File: src/rtl/irq_cascade_pkg.sv
package irq_cascade_pkg;
   localparam int OFS_FWSEG  = 'h24;
   localparam int OFS_FWSIZE = 'h28;
   localparam int OFS_CTRL   = 'h30;
   localparam int OFS_L1MASK = 'h34;
   localparam int OFS_L1STAT = 'h38;
   localparam int OFS_ERRADR = 'h40;
   localparam int OFS_L2STAT = 'h50;
   localparam int OFS_L2MASK = 'h54;
   localparam int OFS_L2POL  = 'h58;
   localparam int OFS_L2IN   = 'h5C;

   localparam logic [31:0] CTRL_KEEP  = 32'hC300_0000;
   localparam logic [31:0] FWSIZE_RST = 32'h0200_0000;

   // error source k lands on status bit k, except the ninth source (bit 10)
   function automatic int err_bit(input int k);
      return (k < 8) ? k : 10;
   endfunction
endpackage

File: src/rtl/cfg_word.sv
module cfg_word #(
   parameter int          W   = 32,
   parameter logic [W-1:0] RST = '0
) (
   input  logic         clk,
   input  logic         rst_n,
   input  logic         we,
   input  logic [W-1:0] d,
   output logic [W-1:0] q
);
   always_ff @(posedge clk) begin
      if (!rst_n)  q <= RST;
      else if (we) q <= d;
   end
endmodule

File: src/rtl/irq_l1_stage.sv
module irq_l1_stage
   import irq_cascade_pkg::*;
#(
   parameter int DW    = 32,
   parameter int SER_N = 16,
   parameter int ERR_N = 9
) (
   input  logic             clk,
   input  logic             rst_n,
   input  logic [SER_N-1:0] ser_i,
   input  logic [ERR_N-1:0] err_i,
   input  logic             wr_ctrl,
   input  logic             wr_mask,
   input  logic             wr_stat,
   input  logic [DW-1:0]    wdata,
   output logic [DW-1:0]    ctrl_q,
   output logic [DW-1:0]    mask_q,
   output logic [DW-1:0]    stat_q,
   output logic             req_o
);
   localparam int TOP = DW - 1;

   generate
      if (SER_N > 16) begin : g_bad_ser
         $error("SER_N must not exceed 16");
      end
      if (ERR_N > 9) begin : g_bad_err
         $error("ERR_N must not exceed 9");
      end
      if (DW != 32) begin : g_bad_dw
         $error("DW must be 32");
      end
   endgenerate

   logic [DW-1:0] set_vec;
   logic [DW-1:0] stat_d;

   always_comb begin
      set_vec = '0;
      for (int n = 0; n < SER_N; n++)
         if (ser_i[n]) set_vec[TOP-n] = 1'b1;
      for (int k = 0; k < ERR_N; k++)
         if (err_i[k]) set_vec[err_bit(k)] = 1'b1;
   end

   // hardware set wins over a same-cycle software clear
   assign stat_d = (wr_stat ? (stat_q & ~wdata) : stat_q) | set_vec;

   always_ff @(posedge clk) begin
      if (!rst_n) begin
         ctrl_q <= '0;
         mask_q <= '0;
         stat_q <= '0;
      end else begin
         if (wr_ctrl) ctrl_q <= wdata & CTRL_KEEP;
         if (wr_mask) mask_q <= wdata;
         stat_q <= stat_d;
      end
   end

   assign req_o = ctrl_q[TOP] & (|(stat_q & mask_q));

   for (genvar n = 0; n < SER_N; n++) begin : g_ast_ser
      AST_SER_LATCH: assert property (@(posedge clk) disable iff (!rst_n)
         ser_i[n] |=> stat_q[TOP-n]);
   end

   AST_W1C_CLEARS: assert property (@(posedge clk) disable iff (!rst_n)
      (wr_stat && wdata[0] && !set_vec[0]) |=> !stat_q[0]);

   AST_ERR_LATCH: assert property (@(posedge clk) disable iff (!rst_n)
      err_i[0] |=> stat_q[0]);
endmodule

File: src/rtl/irq_l2_stage.sv
module irq_l2_stage #(
   parameter int DW       = 32,
   parameter int CASC_BIT = 11
) (
   input  logic          clk,
   input  logic          rst_n,
   input  logic          req_i,
   input  logic          wr_stat,
   input  logic          wr_mask,
   input  logic          wr_pol,
   input  logic [DW-1:0] wdata,
   output logic [DW-1:0] in_vec,
   output logic [DW-1:0] mask_q,
   output logic [DW-1:0] pol_q,
   output logic [DW-1:0] stat_q,
   output logic          irq_o
);
   generate
      if (CASC_BIT >= DW || CASC_BIT < 0) begin : g_bad_bit
         $error("CASC_BIT out of range");
      end
   endgenerate

   logic [DW-1:0] stat_d;

   always_comb begin
      in_vec = '0;
      in_vec[CASC_BIT] = req_i;
   end

   assign stat_d = (wr_stat ? (stat_q & ~wdata) : stat_q) | (in_vec & mask_q);

   always_ff @(posedge clk) begin
      if (!rst_n) begin
         mask_q <= '0;
         pol_q  <= '0;
         stat_q <= '0;
         irq_o  <= 1'b0;
      end else begin
         if (wr_mask) mask_q <= wdata;
         if (wr_pol)  pol_q  <= wdata;
         stat_q <= stat_d;
         irq_o  <= |stat_d;
      end
   end

   AST_L2_STICKY: assert property (@(posedge clk) disable iff (!rst_n)
      (stat_q[CASC_BIT] && !(wr_stat && wdata[CASC_BIT])) |=> stat_q[CASC_BIT]);

   AST_IRQ_FOLLOWS: assert property (@(posedge clk) disable iff (!rst_n)
      irq_o == (stat_q != '0));
endmodule

File: src/rtl/irq_cascade_ctrl.sv
module irq_cascade_ctrl
   import irq_cascade_pkg::*;
#(
   parameter int ADDR_W   = 8,
   parameter int SER_N    = 16,
   parameter int ERR_N    = 9,
   parameter int CASC_BIT = 11
) (
   input  logic              clk,
   input  logic              rst_n,
   input  logic              bus_we,
   input  logic [ADDR_W-1:0] bus_addr,
   input  logic [31:0]       bus_wdata,
   output logic [31:0]       bus_rdata,
   input  logic [SER_N-1:0]  ser_i,
   input  logic [ERR_N-1:0]  err_i,
   output logic              irq_o
);
   localparam int DW = 32;
   localparam logic [ADDR_W-1:0] A_FWSEG  = ADDR_W'(OFS_FWSEG);
   localparam logic [ADDR_W-1:0] A_FWSIZE = ADDR_W'(OFS_FWSIZE);
   localparam logic [ADDR_W-1:0] A_CTRL   = ADDR_W'(OFS_CTRL);
   localparam logic [ADDR_W-1:0] A_L1MASK = ADDR_W'(OFS_L1MASK);
   localparam logic [ADDR_W-1:0] A_L1STAT = ADDR_W'(OFS_L1STAT);
   localparam logic [ADDR_W-1:0] A_ERRADR = ADDR_W'(OFS_ERRADR);
   localparam logic [ADDR_W-1:0] A_L2STAT = ADDR_W'(OFS_L2STAT);
   localparam logic [ADDR_W-1:0] A_L2MASK = ADDR_W'(OFS_L2MASK);
   localparam logic [ADDR_W-1:0] A_L2POL  = ADDR_W'(OFS_L2POL);
   localparam logic [ADDR_W-1:0] A_L2IN   = ADDR_W'(OFS_L2IN);

   generate
      if (ADDR_W < 7) begin : g_bad_aw
         $error("ADDR_W too narrow for the register offsets");
      end
   endgenerate

   logic [DW-1:0] fwseg_q, fwsize_q;
   logic [DW-1:0] l1_ctrl, l1_mask, l1_stat;
   logic [DW-1:0] l2_in, l2_mask, l2_pol, l2_stat;
   logic          l1_req;

   logic wr_fwseg, wr_fwsize, wr_ctrl, wr_l1mask, wr_l1stat;
   logic wr_l2stat, wr_l2mask, wr_l2pol;

   assign wr_fwseg  = bus_we && (bus_addr == A_FWSEG);
   assign wr_fwsize = bus_we && (bus_addr == A_FWSIZE);
   assign wr_ctrl   = bus_we && (bus_addr == A_CTRL);
   assign wr_l1mask = bus_we && (bus_addr == A_L1MASK);
   assign wr_l1stat = bus_we && (bus_addr == A_L1STAT);
   assign wr_l2stat = bus_we && (bus_addr == A_L2STAT);
   assign wr_l2mask = bus_we && (bus_addr == A_L2MASK);
   assign wr_l2pol  = bus_we && (bus_addr == A_L2POL);

   cfg_word #(.W(DW), .RST('0)) u_fwseg (
      .clk(clk), .rst_n(rst_n), .we(wr_fwseg), .d(bus_wdata), .q(fwseg_q));

   cfg_word #(.W(DW), .RST(FWSIZE_RST)) u_fwsize (
      .clk(clk), .rst_n(rst_n), .we(wr_fwsize), .d(bus_wdata), .q(fwsize_q));

   irq_l1_stage #(.DW(DW), .SER_N(SER_N), .ERR_N(ERR_N)) u_l1 (
      .clk(clk), .rst_n(rst_n), .ser_i(ser_i), .err_i(err_i),
      .wr_ctrl(wr_ctrl), .wr_mask(wr_l1mask), .wr_stat(wr_l1stat),
      .wdata(bus_wdata), .ctrl_q(l1_ctrl), .mask_q(l1_mask),
      .stat_q(l1_stat), .req_o(l1_req));

   irq_l2_stage #(.DW(DW), .CASC_BIT(CASC_BIT)) u_l2 (
      .clk(clk), .rst_n(rst_n), .req_i(l1_req),
      .wr_stat(wr_l2stat), .wr_mask(wr_l2mask), .wr_pol(wr_l2pol),
      .wdata(bus_wdata), .in_vec(l2_in), .mask_q(l2_mask),
      .pol_q(l2_pol), .stat_q(l2_stat), .irq_o(irq_o));

   always_comb begin
      case (bus_addr)
         A_FWSEG:  bus_rdata = fwseg_q;
         A_FWSIZE: bus_rdata = fwsize_q;
         A_CTRL:   bus_rdata = l1_ctrl;
         A_L1MASK: bus_rdata = l1_mask;
         A_L1STAT: bus_rdata = l1_stat;
         A_ERRADR: bus_rdata = '0;
         A_L2STAT: bus_rdata = l2_stat;
         A_L2MASK: bus_rdata = l2_mask;
         A_L2POL:  bus_rdata = l2_pol;
         A_L2IN:   bus_rdata = l2_in;
         default:  bus_rdata = '1;
      endcase
   end

   AST_REQ_GATED: assert property (@(posedge clk) disable iff (!rst_n)
      !l1_ctrl[DW-1] |-> !l2_in[CASC_BIT]);

   AST_CASCADE_LATCH: assert property (@(posedge clk) disable iff (!rst_n)
      (l2_in[CASC_BIT] && l2_mask[CASC_BIT]) |=> l2_stat[CASC_BIT]);
endmodule

File: config.mk
export PLATFORM = sky130hd
export DESIGN_NAME = irq_cascade_ctrl
export DESIGN_NICKNAME = d
export VERILOG_FILES = /design/src/rtl/irq_cascade_pkg.sv /design/src/rtl/cfg_word.sv /design/src/rtl/irq_l1_stage.sv /design/src/rtl/irq_l2_stage.sv /design/src/rtl/irq_cascade_ctrl.sv
export SDC_FILE = /design/constraint.sdc
export NUM_CORES = 1
export LEC_CHECK = 0
export ABC_AREA = 1
export BUFFER_PORTS_ARGS = -buffer_cell sky130_fd_sc_hd__buf_2
export CAP_MARGIN = 0
export CORE_MARGIN = 1.5
export CORE_UTILIZATION = 50
export CTS_CLUSTER_DIAMETER = 40
export DETAILED_ROUTE_END_ITERATION = 6
export PLACE_DENSITY_LB_ADDON = 0.05
export SYNTH_ARGS = -nofsm -noshare
export SYNTH_HDL_FRONTEND = slang
export SYNTH_SLANG_ARGS = --single-unit
File: constraint.sdc
create_clock -name clk -period 1.8 [get_ports clk]
set_input_delay 0.18 -clock clk [delete_from_list [all_inputs] [get_ports clk]]
set_output_delay 0.18 -clock clk [all_outputs]
set_load 0.02 [all_outputs]
=== Word level (Yosys, flattened, before mapping) ===
Cells that the tools add are included.

* Equal/unequal tests: 10
* Muxes and demuxes: 28
* Bitwise logic cells: 8
* Reduce and logical (&&, ||, !) cells: 10

{| class="wikitable"
|+ Operator list
! cell !! count
|-
| 32-bit case mux with 10 select lines || 1
|-
| 32-bit AND || 3
|-
| 32-bit two-way mux || 2
|-
| 32-bit OR || 2
|-
| 32-bit OR reduction || 2
|-
| 8-bit by 6-bit equality test with 1-bit output, second input constant || 5
|-
| 8-bit by 7-bit equality test with 1-bit output, second input constant || 5
|-
| 12-bit by 32-bit AND with 32-bit output || 1
|-
| 32-bit inverter || 1
|-
| 1-bit two-way mux || 25
|-
| 1-bit logical AND || 8
|-
| 1-bit AND || 1
|}

* Register bits after elaboration: 229
* Input port bits: 68
* Output and inout port bits: 33
* Word-level logic and storage cells: 65

=== Logic depth before layout (Yosys ltp) ===
Gate-level depths: netlist (run 1).

* Depth after elaboration: 6
* Depth in mapped cells: 14

=== Hierarchy ===
From an unflattened synthesis (run 1), not the netlist that was laid out.

* Cells, all modules: 1885
* Area, all modules: 12424.4 um^2

{| class="wikitable"
|+ By module, submodules not included
! module !! times used !! cells an instance !! area an instance (um^2) !! sequential area each (um^2)
|-
| irq_l2_stage || 1 || 478 || 3604.7 || 1941.9
|-
| irq_cascade_ctrl || 1 || 631 || 3373.2 || 0.0
|-
| irq_l1_stage || 1 || 373 || 2778.9 || 1361.3
|-
| cfg_word at u_fwseg || 1 || 202 || 1335.0 || 640.6
|-
| cfg_word at u_fwsize || 1 || 201 || 1332.5 || 640.6
|}

=== Worst setup path before layout (run 1) ===
Ideal clock, no wire load.

* Kind: in2out
* Start point: input port bus_addr[6]
* End point: output port bus_rdata[14]
* Arrival time: 1.411 ns
* Slack: 0.209 ns
* Stages on the path: 9
* Path through: inv_2 > nor2_1 > nand2_2 > inv_1 > nand2_1 > inv_2 > buf_1 > a221oi_1 > nand3_1

* Longest elaborated chain between the ends: 2
* Elaborated cells on any way between the ends: 11
* Classes of those cells: eq/ne (10); mux (1)

{| class="wikitable"
|+ Ends and longest elaborated chain
! item !! RTL line !! source
|-
| start: declaration || irq_cascade_ctrl.sv:12 || <nowiki>input logic [ADDR_W-1:0] bus_addr,</nowiki>
|-
| 8-bit by 7-bit equality test with 1-bit output / 8-bit by 6-bit equality test with 1-bit output (equally long branches) || irq_cascade_ctrl.sv:73 || <nowiki>case (bus_addr)</nowiki>
|-
| 32-bit case mux with 10 select lines * || irq_cascade_ctrl.sv:73 ||
|-
| end: declaration || irq_cascade_ctrl.sv:14 || <nowiki>output logic [31:0] bus_rdata,</nowiki>
|}

Mark *: on every way between the ends. The rest lies on a longest branch, timed or not.

=== Worst setup path in the final report (run 1) ===
* Start point: register u_l1.stat_q[17]
* End point: output port bus_rdata[11]

* Longest elaborated chain between the ends: 4

{| class="wikitable"
|+ Ends and longest elaborated chain
! item !! RTL line !! source
|-
| start: declaration || irq_l1_stage.sv:18 || <nowiki>output logic [DW-1:0] stat_q,</nowiki>
|-
| start signal: assignment || irq_l1_stage.sv:57 || <nowiki>stat_q <= stat_d;</nowiki>
|-
| 32-bit AND || irq_l1_stage.sv:61 || <nowiki>assign req_o = ctrl_q[TOP] & (|(stat_q & mask_q));</nowiki>
|-
| 32-bit OR reduction || irq_l1_stage.sv:61 ||
|-
| 1-bit AND || irq_l1_stage.sv:61 ||
|-
| 32-bit case mux with 10 select lines || irq_cascade_ctrl.sv:73 ||
|}

Every way passes these cells.

==> impl_metrics.tcl, run 1 <==
set metrics [dict create \
    cp_max_fo 3 \
    ys.flop_type "dfxtp_1" \
    cts_sinks 229 \
    min_period_ns 2.081 \
    dieArea_um2 20470 \
    crit_required_ns 1.62 \
    synthMuxAreaShare 0 \
    path_class "flop to primary output" \
    antenna_found_initial 0 \
    dp_hpwl_um 20280 \
    vias_per_cell 5.651 \
    cts_buffer_depth 3 \
    numCtsBuffers 36 \
    p_seq_frac 0.392 \
    power_switching_share 0.2276 \
    synth_top_area_frac 0.4673 \
    pwr-share-clk 0.552 \
    status "finished with violations" \
    drive_gt1_frac 0.2957 \
    routedWlPerCell_um 18.71 \
    crit_chain "nand2_2 > nand2_2 > nor2_2 > nand2_2 > nor2_2 > nand2_2 > nand3_2 > nand4_1 > buf_6" \
    power_density_nw_per_um2 920.5 \
    arrival_ns 1.90 \
    synth_edf_count 0 \
    fin_util 0.7406 \
    min_path_type "input port to flop" \
    slowest_delay_ns 0.33 \
    hold-worst-slack_ns 0.01368 \
    grt_max_degree 52 \
    initialDrtViolationCount 961 \
    drt-pass1-iter-count 6 \
    timing.final.ws_setup_ns -0.2811 \
    fp-row-count 51 \
    ir_drop_uv 874.5 \
    leakage_nw 5.420 \
    timing.fmax_ghz 0.4805 \
    yosysSeqAreaShare 0.4673 \
    synth_top_family_by_area "compound AO/OA/AOI/OAI gates" \
    clk_latency_ns 0.51 \
    setup_viol 16 \
    critPathLaunchType "flop" \
    fin_skew_ns 0.01634 \
    violations "negative setup slack" \
    tightest_slew_ns 0.4626 \
    clkSlewWorstSetupHoldPaths_ns 0.06 \
    synth_cell_types 30 \
    internal_power_mw 10.18 \
    nets 1620 \
    port_buffers 100 \
    slew_viol_final 0 \
    synthesis.nets 1397 \
    grt_pass1_wl_um 50310 \
    synthXorXnorAreaFrac 0 \
    synth_area_um2 9811 \
    cp_slowest_cell "dfxtp_2" \
    synthAdderAreaFrac 0 \
    drtAntennaViolNets 0 \
    drc 0 \
    grt_usage 0.3149 \
    synth_warnings 0 \
    fin_crit_sh 1.156 \
    cts.htree.levels 2 \
    gr-total-overflow 0 \
    wl_um 34450 \
    coreArea_um2 19330 \
    die_y_um 143.1 \
    cp-end-kind "primary output" \
    area_growth_pct 45.96 \
    die_w_um 143.1 \
    p_switching_mw 3.000 \
    slew_headroom 0.6916 \
    cts_tree "built" \
    maxCapViolCount 0 \
    grt_pass1_vias 9568 \
    power_mw 13.18 \
    clockRootBuffer "clkbuf_16" \
    gp_congestion 0.8202 \
    synth_area_per_cell_um2 7.382 \
    synth.area.top_cells "dfxtp_1, a21oi_1, o21ai_0, nand3_1, nand2_1" \
    io_pins 101 \
    synth-compound-area-share 0.2497 \
    synth_top_area_cell "dfxtp_1" \
    diodes 0 \
    initial_core_util 0.5074 \
    combPwrFrac 0.056 \
    synth_simple_gate_area_share 0.1843 \
    grt_setup_unrepaired "yes" \
    postSynth.asyncResetShare 0 \
    hold_viol 0 \
    synthCells 1329 \
    cpMostUsedCell "nand2_2" \
    vias 10400 \
    ys_seq_elements 229 \
]
==> cell families (layout without fill, tap and decap cells) <==
kind of cell           Yosys count  count (layout)
AO/OA/AOI/OAI                  440             440
AND/OR/NAND/NOR                421             421
buffers and inverters          239             486
flip-flops                     229             229
==> state kept, by name, indices dropped and copies added (netlist names) <==
name,flops
u_fwseg.q,32
u_l2.stat_q,32
u_l1.mask_q,32
u_fwsize.q,32
u_l2.pol_q,32
u_l1.stat_q,32
u_l2.irq_o,1
u_l1.ctrl_q,4
u_l2.mask_q,32
==> through the flow <==
stage / TNS (ns) / area [µm²] / setup slack, ns / instances
floorplan: 0 / 9811 / 0.2089 / 1329
global placement: -1.678 / 11170 / -0.1674 / 1700
detailed placement: -2.155 / 11170 / -0.1476 / 1700
CTS: -0.2399 / 13190 / -0.2399 / 1817
global route: -2.530 / 14320 / -0.3092 / 1841
finish: -0.7785 / 14320 / -0.2811 / 1841
==> path summary, 6_finish.rpt <==
kind	from	to	slack (ns)	depth (start not counted)
max	u_l1.stat_q[17]	bus_rdata[11]	-0.28	9
min	bus_wdata[28]	u_l2.mask_q[28]	0.01	3
min reg2reg	u_l2.pol_q[0]	u_l2.pol_q[0]	0.45	2
max reg2reg	u_l1.stat_q[17]	u_l2.irq_o	0.25	13
==> cells in the final DEF (no fill, tap or decap), types with 7 or more instances in the layout <==
master         instances
a21oi_1              196
a221oi_1              14
o21ai_2                9
nand2_1              138
inv_2                 10
dfxtp_2               29
a221oi_2              28
clkbuf_16             43
o21ai_1               15
inv_1                128
buf_4                 98
clkinvlp_4             7
nand3_2               13
nor2_2                 8
nand3_1              112
o21ai_0              127
nor2_4                 9
buf_2                 66
buf_6                 38
dfxtp_1              200
nand3_4               10
nor2_1                96
o22ai_1               29
dlygate4sd3_1         40
nand2_2               28
buf_12                21
==> synth_stat cells (all sizes together), types with 2 or more instances <==
library cell / n
a211oi: 3
a21oi: 199
a221oi: 43
a311oi: 3
a31oi: 4
buf: 42
clkbuf: 50
dfxtp: 229
inv: 146
nand2: 170
nand3: 135
nor2: 114
o2111ai: 2
o211ai: 2
o21ai: 151
o22ai: 32
==> routing by layer <==
layer / track usage / routed length (µm) / part of all wire / vias to the layer above
met5: 0 / 0 / 0 / -
met4: 0.1167 / 1071 / 0.031 / 0
met3: 0.05198 / 2106 / 0.061 / 81
met2: 0.5207 / 16540 / 0.48 / 398
met1: 0.4126 / 14730 / 0.43 / 4946
li1: - / - / - / 4978
==> final cells by class <==
class / count / area [µm²]
Clock buffer: 42 / 974.7
Inverter: 147 / 585.6
Sequential cell: 229 / 4621
Fill cell: 1488 / 5015
Tap cell: 265 / 331.6
Timing Repair Buffer: 277 / 2633
Multi-Input combinational cell: 861 / 4890
Clock inverter: 20 / 285.3
==> critical path, delay by kind of cell (launching register included) <==
family,cells,cell delay (ns)
AND/OR/NAND/NOR,8,0.88
flip-flops,1,0.33
buffers and inverters,1,0.20
==> power by group through the flow <==
stage	logic (mW)	registers [mW]	clock network, mW
2_1_floorplan	0.261	5.25	0
3_3_place_gp	0.538	5.26	0
3_5_place_dp	0.540	5.26	0
4_1_cts	0.632	5.16	7.33
5_1_grt	0.792	5.17	7.56
6_report	0.736	5.16	7.28
==> timing repair <==
item	4_1_cts	5_1_grt
cloned	3	6
hold buffers	40	0
setup endpoints to repair	32	33
setup buffers	12	18
pin swaps	21	41
gates resized for setup	76	215
endpoints found under the hold margin	43	0
No activity file was read; power rests on OpenSTA's default activity.
==> run 2: changes to the inputs <==
--- a/config.mk
+++ b/config.mk
@@ -15,4 +15,5 @@
 export PLACE_DENSITY_LB_ADDON = 0.05
 export SYNTH_ARGS = -nofsm -noshare
 export SYNTH_HDL_FRONTEND = slang
+export SYNTH_HIERARCHICAL = 1
 export SYNTH_SLANG_ARGS = --single-unit
==> impl_metrics.tcl, run 2 <==
set metrics [dict create \
    grt_max_degree 55 \
    crit_chain "nand2_2 > nand2_2 > nor2_4 > nand2_4 > nor2_4 > a21oi_2 > nand4_1 > nand3_2 > nor2_4 > nand3_2 > buf_6" \
    timing.final.ws_setup_ns -0.2857 \
    critPathLaunchType "flop" \
    nets 2149 \
    reg2reg_slack_ns 0.18 \
    die_w_um 160.6 \
    cp_max_fo 2 \
    min-delay-start "bus_wdata[4]" \
    fin_skew_ns 0.01187 \
    vias_per_cell 5.217 \
    crit_start "u_l1/mask_q[27]" \
    cp-end-kind "primary output" \
    synth_top_area_frac 0.3690 \
    cts_buffer_depth 3 \
    io_pins 101 \
    clkSlewWorstSetupHoldPaths_ns 0.05 \
    power_density_nw_per_um2 862.6 \
    synthCells 1885 \
    gr-total-overflow 0 \
    ys_seq_elements 229 \
    timing.rr.start "u_l1/mask_q[27]" \
    nFillCells 2178 \
    synth_area_per_cell_um2 6.591 \
    met1_length_um 17130 \
    postSynth.asyncResetShare 0 \
    cpMostUsedCell "nor2_4" \
    slew_viol_final 0 \
    top_layer "met4" \
    crit_buf_inv 1 \
    gp_congestion 0.8175 \
    reg2reg_depth 13 \
    dp_hpwl_um 24240 \
    drt-pass1-iter-count 5 \
    initial_core_util 0.5109 \
    initialDrtViolationCount 859 \
    cts_sinks 229 \
    layout_commonest_cell "nor2_1" \
    leakage_nw 7.594 \
    clockRootBuffer "clkbuf_16" \
    clk_latency_ns 0.52 \
    cts_tree "built" \
    yosysSeqAreaShare 0.3690 \
    r2r_end "u_l2/irq_o" \
    min_path_cells 3 \
    mostFrequentLayoutCells "nor2_1, nand2_1, nand3_1" \
    netlist_top_cells_count "nor2_1, nand2_1, nand3_1" \
    min_period_ns 2.086 \
    drive_gt1_frac 0.2010 \
    grt_pass1_wl_um 60730 \
    coreArea_um2 24320 \
    drtAntennaViolNets 0 \
    setup_viol 1 \
    synth.area.top_cells "dfxtp_1, nor2_1, nand2_1, nand3_1, o21ai_0" \
    slowest_delay_ns 0.32 \
    dieArea_um2 25800 \
    path_class "flop to primary output" \
    synth_cell_types 26 \
    vias 12700 \
    fp-row-count 57 \
    stdcell_count 2434 \
    violations "negative setup slack" \
    arrival_ns 1.91 \
    numCtsBuffers 39 \
    min_to "u_l2/mask_q[4]" \
    cpLargestDelayFamily "simple AND/OR/NAND/NOR gates" \
    routedWlPerCell_um 16.19 \
    die_y_um 160.6 \
    port_buffers 100 \
    tns_ns -0.2857 \
    fin_util 0.6640 \
    synth_edf_count 0 \
    ys.flop_type "dfxtp_1" \
    synth.most_common_cell "nor2_1" \
    antenna_found_initial 1 \
    crit_required_ns 1.62 \
    hold_viol 0 \
    fin_crit_sh 1.159 \
    synth_area_um2 12420 \
    cts.htree.levels 2 \
    grt_usage 0.2912 \
    placed_cells 2289 \
    wl_um 39410 \
    dr_wl_met3_um 2382 \
    status "finished with violations" \
    min_path_type "input port to flop" \
    grt_pass1_vias 11720 \
    ir_drop_uv 743.9 \
    wl_met2_um 18640 \
    area_growth_pct 29.97 \
    grt_setup_unrepaired "yes" \
    cp_slowest_cell "dfxtp_2" \
    synth_top_area_cell "dfxtp_1" \
    maxCapViolCount 0 \
    drc 0 \
    timing.fmax_ghz 0.4794 \
    synth_warnings 6 \
]
[run 2: changes by cell type after synthesis, moves of 18 or more]
| cell | previous run | this run |
|---|---|---|
| a21oi_1 | 199 | 56 |
| a221oi_1 | 43 | 0 |
| buf_2 | 30 | 48 |
| buf_4 | 3 | 69 |
| buf_6 | 3 | 40 |
| clkbuf_1 | 50 | 25 |
| inv_1 | 137 | 107 |
| nand2_1 | 165 | 390 |
| nand3_1 | 134 | 286 |
| nand3_2 | 1 | 37 |
| nand4_1 | 1 | 32 |
| nor2_1 | 109 | 416 |
| o21ai_0 | 151 | 115 |
| o22ai_1 | 32 | 0 |
[run 2: final cells by class]
| type | count | area, µm² | area share |
|---|---|---|---|
| diodes | 1 | 2.502 | 0.0001550 |
| clock buffers | 45 | 1061 | 0.06571 |
| clock inverters | 24 | 300.3 | 0.01860 |
| inverters | 115 | 436.7 | 0.02704 |
| multi-input cells | 1411 | 6576 | 0.4073 |
| flip-flops and latches | 229 | 4598 | 0.2848 |
| well taps | 324 | 405.4 | 0.02510 |
| repair buffers | 285 | 2768 | 0.1714 |
[run 2: worst max-delay path by stage]
stage	endpoint	slack, ns	depth (start not counted)
2_1_floorplan	u_l2/mask_q[26]	0.17	11
3_3_place_gp	u_l2/irq_o	-0.02	13
3_5_place_dp	u_l2/irq_o	-0.02	13
4_1_cts	bus_rdata[11]	-0.42	11
5_1_grt	bus_rdata[11]	-0.37	11
6_report	bus_rdata[11]	-0.29	11
[run 2: repair_timing]
action,CTS,global route
gates cloned,0,9
setup buffers,1,17
hold buffers,50,0
pin swaps,11,29
hold endpoints to repair,77,0
resized for setup,13,97
endpoints found under the setup margin,2,33
[run 2: cell families (layout without fill, tap and decap cells)]
family          Yosys count  in the layout  share of synthesized area
flops                   229            229                     0.3690
other cells               2             60                  0.0006045
buf+inv                 302            469                     0.1413
simple gates           1180           1180                     0.4198
compound gates          172            172                    0.06928
[run 2: power by group]
part           leakage [nW]  internal [mW]  switching (mW)
combinational          5.08          0.405           0.594
sequential             1.86           5.13          0.0293
clock                 0.656           5.09            2.69
[run 2: per-stage QoR]
stage / power (mW) / area [µm²] / setup WS, ns / hold slack (ns)
3_3_place_gp: 6.071 / 13560 / -0.01911 / 0.3880
3_5_place_dp: 6.076 / 13560 / -0.02480 / 0.3928
2_1_floorplan: 5.770 / 12640 / 0.1722 / 0.2712
5_1_grt: 14.31 / 16150 / -0.3679 / 0.02663
4_1_cts: 13.93 / 15470 / -0.4205 / 0.003439
6_report: 13.93 / 16150 / -0.2857 / 0.01949
[run 2: routing by layer]
metal / global-route usage / up-vias
met5: 0 / -
met4: 0.09983 / 0
met3: 0.03926 / 90
met2: 0.5041 / 434
met1: 0.3720 / 5853
li1: - / 6320
[run 2: worst reg2reg max path, stage by stage, from the launching register on]
cell and delay, ns:
dfxtp_2 0.32, nand2_2 0.08, nand2_2 0.07, nor2_4 0.14, nand2_4 0.08, nor2_4 0.13
a21oi_2 0.07, buf_4 0.14, nand2_4 0.06, nand3_2 0.06, nor2_2 0.10, nand2_1 0.06
nor2_2 0.12, a21oi_1 0.08
